`config.mk`:
```
export PLATFORM = sky130hd
export DESIGN_NAME = recip_est
export DESIGN_NICKNAME = d
export VERILOG_FILES = /design/src/rtl/recip_pkg.sv /design/src/rtl/recip_classify.sv /design/src/rtl/recip_table.sv /design/src/rtl/recip_est.sv
export SDC_FILE = /design/constraint.sdc
export NUM_CORES = 1
export LEC_CHECK = 0
export BUFFER_PORTS_ARGS = -buffer_cell sky130_fd_sc_hd__buf_2
export CAP_MARGIN = 20
export CORE_UTILIZATION = 35
export DETAILED_ROUTE_END_ITERATION = 6
export GPL_ROUTABILITY_DRIVEN = 0
export HOLD_SLACK_MARGIN = 0.02
export PLACE_DENSITY = 0.54
export SLEW_MARGIN = 20
export SYNTH_ARGS = -nofsm -noshare
export SYNTH_HDL_FRONTEND = slang
export SYNTH_SLANG_ARGS = --single-unit
```
`constraint.sdc`:
```
create_clock -name clk -period 1.1 [get_ports clk]
set_input_delay 0.33 -clock clk [delete_from_list [all_inputs] [get_ports clk]]
set_output_delay 0.33 -clock clk [all_outputs]
set_load 0.01 [all_outputs]
```
`src/rtl/recip_pkg.sv`:
```
package recip_pkg;

    typedef enum logic [2:0] {
        CLS_NORM,
        CLS_NAN,
        CLS_INF,
        CLS_ZERO,
        CLS_BIG
    } op_class_e;

    // Rounded estimate for table row q: floor(2^(2k+1)/(q+0.5) + 0.5),
    // computed as ((2^(2k+3) div (2q+1)) + 1) div 2 in integers.
    function automatic int unsigned est_entry(int unsigned q, int unsigned idx_w);
        longint unsigned num;
        longint unsigned quo;
        num = 64'd1 << (2 * idx_w + 3);
        quo = num / (2 * longint'(q) + 1);
        return int'((quo + 1) >> 1);
    endfunction

endpackage

```
`src/rtl/recip_classify.sv`:
```
module recip_classify
    import recip_pkg::*;
#(
    parameter int EXP_W  = 8,
    parameter int FRAC_W = 23,
    parameter int IDX_W  = 8
) (
    input  logic [EXP_W+FRAC_W:0] op,
    output op_class_e             cls,
    output logic                  sign,
    output logic [EXP_W-1:0]      exp_f,
    output logic [IDX_W-1:0]      idx,
    output logic                  snan
);
    localparam int W       = 1 + EXP_W + FRAC_W;
    localparam int EXP_LIM = (1 << EXP_W) - 3;

    logic [FRAC_W-1:0] frac;
    logic              exp_ones;
    logic              exp_zero;
    logic              frac_nz;
    logic              big;

    always_comb begin
        frac     = op[FRAC_W-1:0];
        exp_f    = op[FRAC_W +: EXP_W];
        sign     = op[W-1];
        idx      = frac[FRAC_W-1 -: IDX_W];
        exp_ones = &exp_f;
        exp_zero = ~|exp_f;
        frac_nz  = |frac;
        big      = exp_f >= EXP_W'(EXP_LIM);
        snan     = exp_ones & frac_nz & ~frac[FRAC_W-1];

        // Ladder order matters: all-ones exponent also satisfies 'big'.
        if (exp_ones && frac_nz) begin
            cls = CLS_NAN;
        end else if (exp_ones) begin
            cls = CLS_INF;
        end else if (exp_zero) begin
            cls = CLS_ZERO;
        end else if (big) begin
            cls = CLS_BIG;
        end else begin
            cls = CLS_NORM;
        end
    end

endmodule

```
`src/rtl/recip_table.sv`:
```
module recip_table
    import recip_pkg::*;
#(
    parameter int IDX_W = 8
) (
    input  logic [IDX_W-1:0] idx,
    output logic [IDX_W-1:0] est
);
    localparam int DEPTH = 1 << IDX_W;

    logic [IDX_W-1:0] rom [DEPTH];

    for (genvar i = 0; i < DEPTH; i++) begin : g_row
        localparam int unsigned ROW_S = est_entry(DEPTH + i, IDX_W);
        // Leading one of ROW_S is implicit, only the low bits are stored.
        assign rom[i] = IDX_W'(ROW_S);
    end

    assign est = rom[idx];

endmodule

```
`src/rtl/recip_est.sv`:
```
module recip_est
    import recip_pkg::*;
#(
    parameter int EXP_W  = 8,
    parameter int FRAC_W = 23,
    parameter int IDX_W  = 8
) (
    input  logic                  clk,
    input  logic                  rst_n,
    input  logic                  in_valid,
    input  logic [EXP_W+FRAC_W:0] in_op,
    output logic                  out_valid,
    output logic [EXP_W+FRAC_W:0] out_res,
    output logic                  out_invalid,
    output logic                  out_divzero,
    output logic                  out_underflow
);
    localparam int W       = 1 + EXP_W + FRAC_W;
    localparam int LOW_W   = FRAC_W - IDX_W;
    localparam int EXP_LIM = (1 << EXP_W) - 3;

    typedef struct packed {
        logic         vld;
        logic [W-1:0] res;
        logic         inv;
        logic         dz;
        logic         uf;
    } state_t;

    state_t st_d, st_q;

    op_class_e        cls;
    logic             sgn;
    logic [EXP_W-1:0] ex;
    logic [IDX_W-1:0] idx;
    logic             snan;
    logic [IDX_W-1:0] est;
    logic [EXP_W-1:0] res_exp;

    recip_classify #(
        .EXP_W (EXP_W),
        .FRAC_W(FRAC_W),
        .IDX_W (IDX_W)
    ) u_cls (
        .op   (in_op),
        .cls  (cls),
        .sign (sgn),
        .exp_f(ex),
        .idx  (idx),
        .snan (snan)
    );

    recip_table #(
        .IDX_W(IDX_W)
    ) u_tbl (
        .idx(idx),
        .est(est)
    );

    always_comb begin
        res_exp  = EXP_W'(EXP_LIM) - ex;
        st_d     = st_q;
        st_d.vld = in_valid;
        if (in_valid) begin
            st_d.inv = 1'b0;
            st_d.dz  = 1'b0;
            st_d.uf  = 1'b0;
            unique case (cls)
                CLS_NAN: begin
                    st_d.res = in_op | (W'(1) << (FRAC_W - 1));
                    st_d.inv = snan;
                end
                CLS_INF: begin
                    st_d.res = {sgn, {(W-1){1'b0}}};
                end
                CLS_ZERO: begin
                    st_d.res = {sgn, {EXP_W{1'b1}}, {FRAC_W{1'b0}}};
                    st_d.dz  = 1'b1;
                end
                CLS_BIG: begin
                    st_d.res = {sgn, {(W-1){1'b0}}};
                    st_d.uf  = 1'b1;
                end
                default: begin
                    st_d.res = {sgn, res_exp, est, {LOW_W{1'b0}}};
                end
            endcase
        end
    end

    always_ff @(posedge clk or negedge rst_n) begin
        if (!rst_n) begin
            st_q <= '0;
        end else begin
            st_q <= st_d;
        end
    end

    assign out_valid     = st_q.vld;
    assign out_res       = st_q.res;
    assign out_invalid   = st_q.inv;
    assign out_divzero   = st_q.dz;
    assign out_underflow = st_q.uf;

endmodule

```
==> results_dict.tcl <==
set metrics [dict create \
    reg2reg_depth 3 \
    cp.arrival_ns 1.91 \
    place_inst 731 \
    powerDensity_nw_per_um2 767 \
    hold_end "out_res[1]$_DFFE_PN0P_" \
    io_pins 71 \
    clock_sinks 36 \
    setup_slack_ns -0.645 \
    worstHoldStart "in_op[1]" \
    drv_slew 0 \
    endpoint_kind "flip-flop" \
    ys_types 65 \
    core-area_um2 9370 \
    syn_inst 426 \
    die_w_um 101 \
    crit_family "compound AO/OA/AOI/OAI gates" \
    clk_latency_ns 0.29 \
    setup-tns-final_ns -18.20 \
    ys_seq_area_frac 0.261 \
    syn_to_final_growth_pct 71.3 \
    dp_slack_ns -1.14 \
    start_kind "input port" \
    wl_per_cell_um 17.3 \
    vias 4391 \
    status "complete, but fails checks" \
    hold_violations 0 \
    grt-ovfl-total 0 \
    post-route-period-util 1.59 \
    critPathBufInv 3 \
    io_buffer_count 70 \
    dieArea_um2 10200 \
    ant_nets 0 \
    grt_pass1_wl_um 21000 \
    layout_commonest_cell "buf_4" \
    worst-path-stages 10 \
    synth-main-ff-cell "dfrtp_1" \
    grt_max_degree 37 \
    synth_nets 478 \
    fin_cells 784 \
    p_leak_nw 2.74 \
    peakVddDrop_v 0.000370 \
    rr_startpoint "out_res[20]$_DFFE_PN0P_" \
    violations "setup timing" \
    whs_path_depth 2 \
    antenna_cells 0 \
    cp_cell_sequence "buf_12, inv_8, ha_4, ha_1, mux2i_1, a22oi_2, a221oi_2, o311ai_2, buf_4, o21ai_1" \
    avgViaCountPerCell 5.60 \
    synthArstFlopShare 1.00 \
    setup-violations-final 68 \
    maxCapViolCount 0 \
    nNetsFinal 707 \
    cts_max_level 2 \
    antenna_found_initial 0 \
    first_global_vias 4351 \
    dp_hpwl_um 9670 \
    cp_slowest_cell "o311ai_2" \
    layout-drive-gt1-share 0.542 \
    required_ns 1.27 \
    period_minus_slack_ns 1.74 \
    initial_core_util 0.368 \
    rows 35 \
    drc 0 \
    routed_wl_um 13600 \
    worst_slew_pin_slew_ns 0.405 \
    fmax_mhz 573 \
    die_h_um 101 \
    root_buffer "clkbuf_8" \
    grt_setup_unrepaired "true" \
    drtIter0Drc 339 \
    grt_util_all_layers 0.260 \
    layout_common_cells "buf_4, buf_2, nand2_1, dfrtp_1, nor2_1" \
    yosysWarnings 0 \
    firstDrtPassIters 5 \
    synth_area_um2 3450 \
    synth_edf_count 0 \
    tritoncts "done" \
    hold_class "in2reg" \
    numCtsBuffers 5 \
    crit_path_max_fanout 4 \
    worstReg2RegEnd "out_res[20]$_DFFE_PN0P_" \
    slowest_delay_ns 0.33 \
    path_class "in2reg" \
    total_power_mw 4.52 \
    maxSlewHeadroom 0.728 \
    clock_skew_ns 0 \
    reg2reg_slack_ns 0 \
    avgSynthCellArea_um2 8.09 \
    clk_pin_slew_ns 0.07 \
    synth_seq_cells 36 \
    clockBufferDepth 2 \
]
## sequential cells by signal, summed over array words and instances (netlist names)
register	cells
out_res	32
out_invalid	1
out_underflow	1
out_valid	1
out_divzero	1
## through the flow
stage | cell area, µm² | hold WS, ns | util
detailed placement | 4940 | 0.306 | 0.527
global placement | 4940 | 0.308 | 0.527
global route | 5900 | 0.276 | 0.630
finish | 5900 | 0.278 | 0.630
floorplan | 3590 | 0.0344 | -
CTS | 5520 | 0.267 | 0.589
## cells by family (layout without fill, tap and decap cells)
| family | after synthesis | in the layout | share of synthesized area |
|---|---|---|---|
| adder cells (fa/ha/maj) | 17 | 17 | 0.0617 |
| flip-flops | 36 | 36 | 0.261 |
| buffers and inverters | 49 | 277 | 0.0712 |
| AO/OA/AOI/OAI | 170 | 170 | 0.336 |
| multiplexers | 16 | 16 | 0.0588 |
| AND/OR/NAND/NOR | 132 | 133 | 0.196 |
| XOR/XNOR | 6 | 6 | 0.0153 |
## per-layer routing
metal / vias up / part of all wire / global-route usage / wire [µm]
met5: - / 0 / 0 / 0
met2: 166 / 0.49 / 0.473 / 6700
li1: 2073 / - / - / -
met3: 19 / 0.058 / 0.0276 / 794
met4: 0 / 0.015 / 0.0602 / 201
met1: 2133 / 0.43 / 0.328 / 5870
## power by group
part	internal, mW	switching [mW]	leakage (nW)
Sequential	1.40	0.0458	0.461
Combinational	1.05	1.01	2.23
Clock	0.558	0.464	0.0503
## cell usage after synthesis, drive strengths merged (4+ instances only)
master  count  area [µm²]
nand3       7        35.0
inv        10        37.5
ha         17         213
nor4        7        58.8
o21ai      41         205
dfrtp      36         901
a221oi      4        35.0
a22o       18         158
mux2i       9        90.1
o311ai      5        43.8
clkbuf     11        41.3
a22oi       8        60.1
mux2        4        45.0
o22ai       4        25.0
a31oi      10        62.6
and2        6        40.0
nand2      38         143
a211oi     16         120
buf        26         159
nand3b      4        30.0
nand2b     12        82.6
nor2       35         131
nor2b       8        50.1
a21oi      30         150
nor3        5        25.0
## final cells by class
type / count / area [µm²]
repair buffers: 258 / 1950
multi-input cells: 342 / 2730
fillers: 811 / 3470
inverters: 12 / 65.1
clock buffers: 7 / 96.3
well taps: 129 / 161
flip-flops and latches: 36 / 901
## worst max path at each step
stage                          from                      end  slack [ns]
after CTS                 in_op[16]  out_res[15]$_DFFE_PN0P_       -0.62
after global routing      in_op[16]  out_res[17]$_DFFE_PN0P_       -0.72
after floorplan           in_op[17]  out_res[28]$_DFFE_PN0P_       -0.79
after detailed placement  in_op[16]  out_res[17]$_DFFE_PN0P_       -1.14
after global placement    in_op[16]  out_res[17]$_DFFE_PN0P_       -1.14
final                     in_op[16]  out_res[17]$_DFFE_PN0P_       -0.64
## what timing repair did
| action | in CTS | in global routing |
|---|---|---|
| endpoints found under the setup margin | 68 | 68 |
| gates resized for setup | 64 | 58 |
| hold endpoints to repair | 36 | 0 |
| buffers inserted | 27 | 17 |
| pin swaps | 16 | 28 |
| hold buffers | 1 | 0 |
| gates cloned | 1 | 0 |
Note: power is estimated with default switching activity, not from simulation.
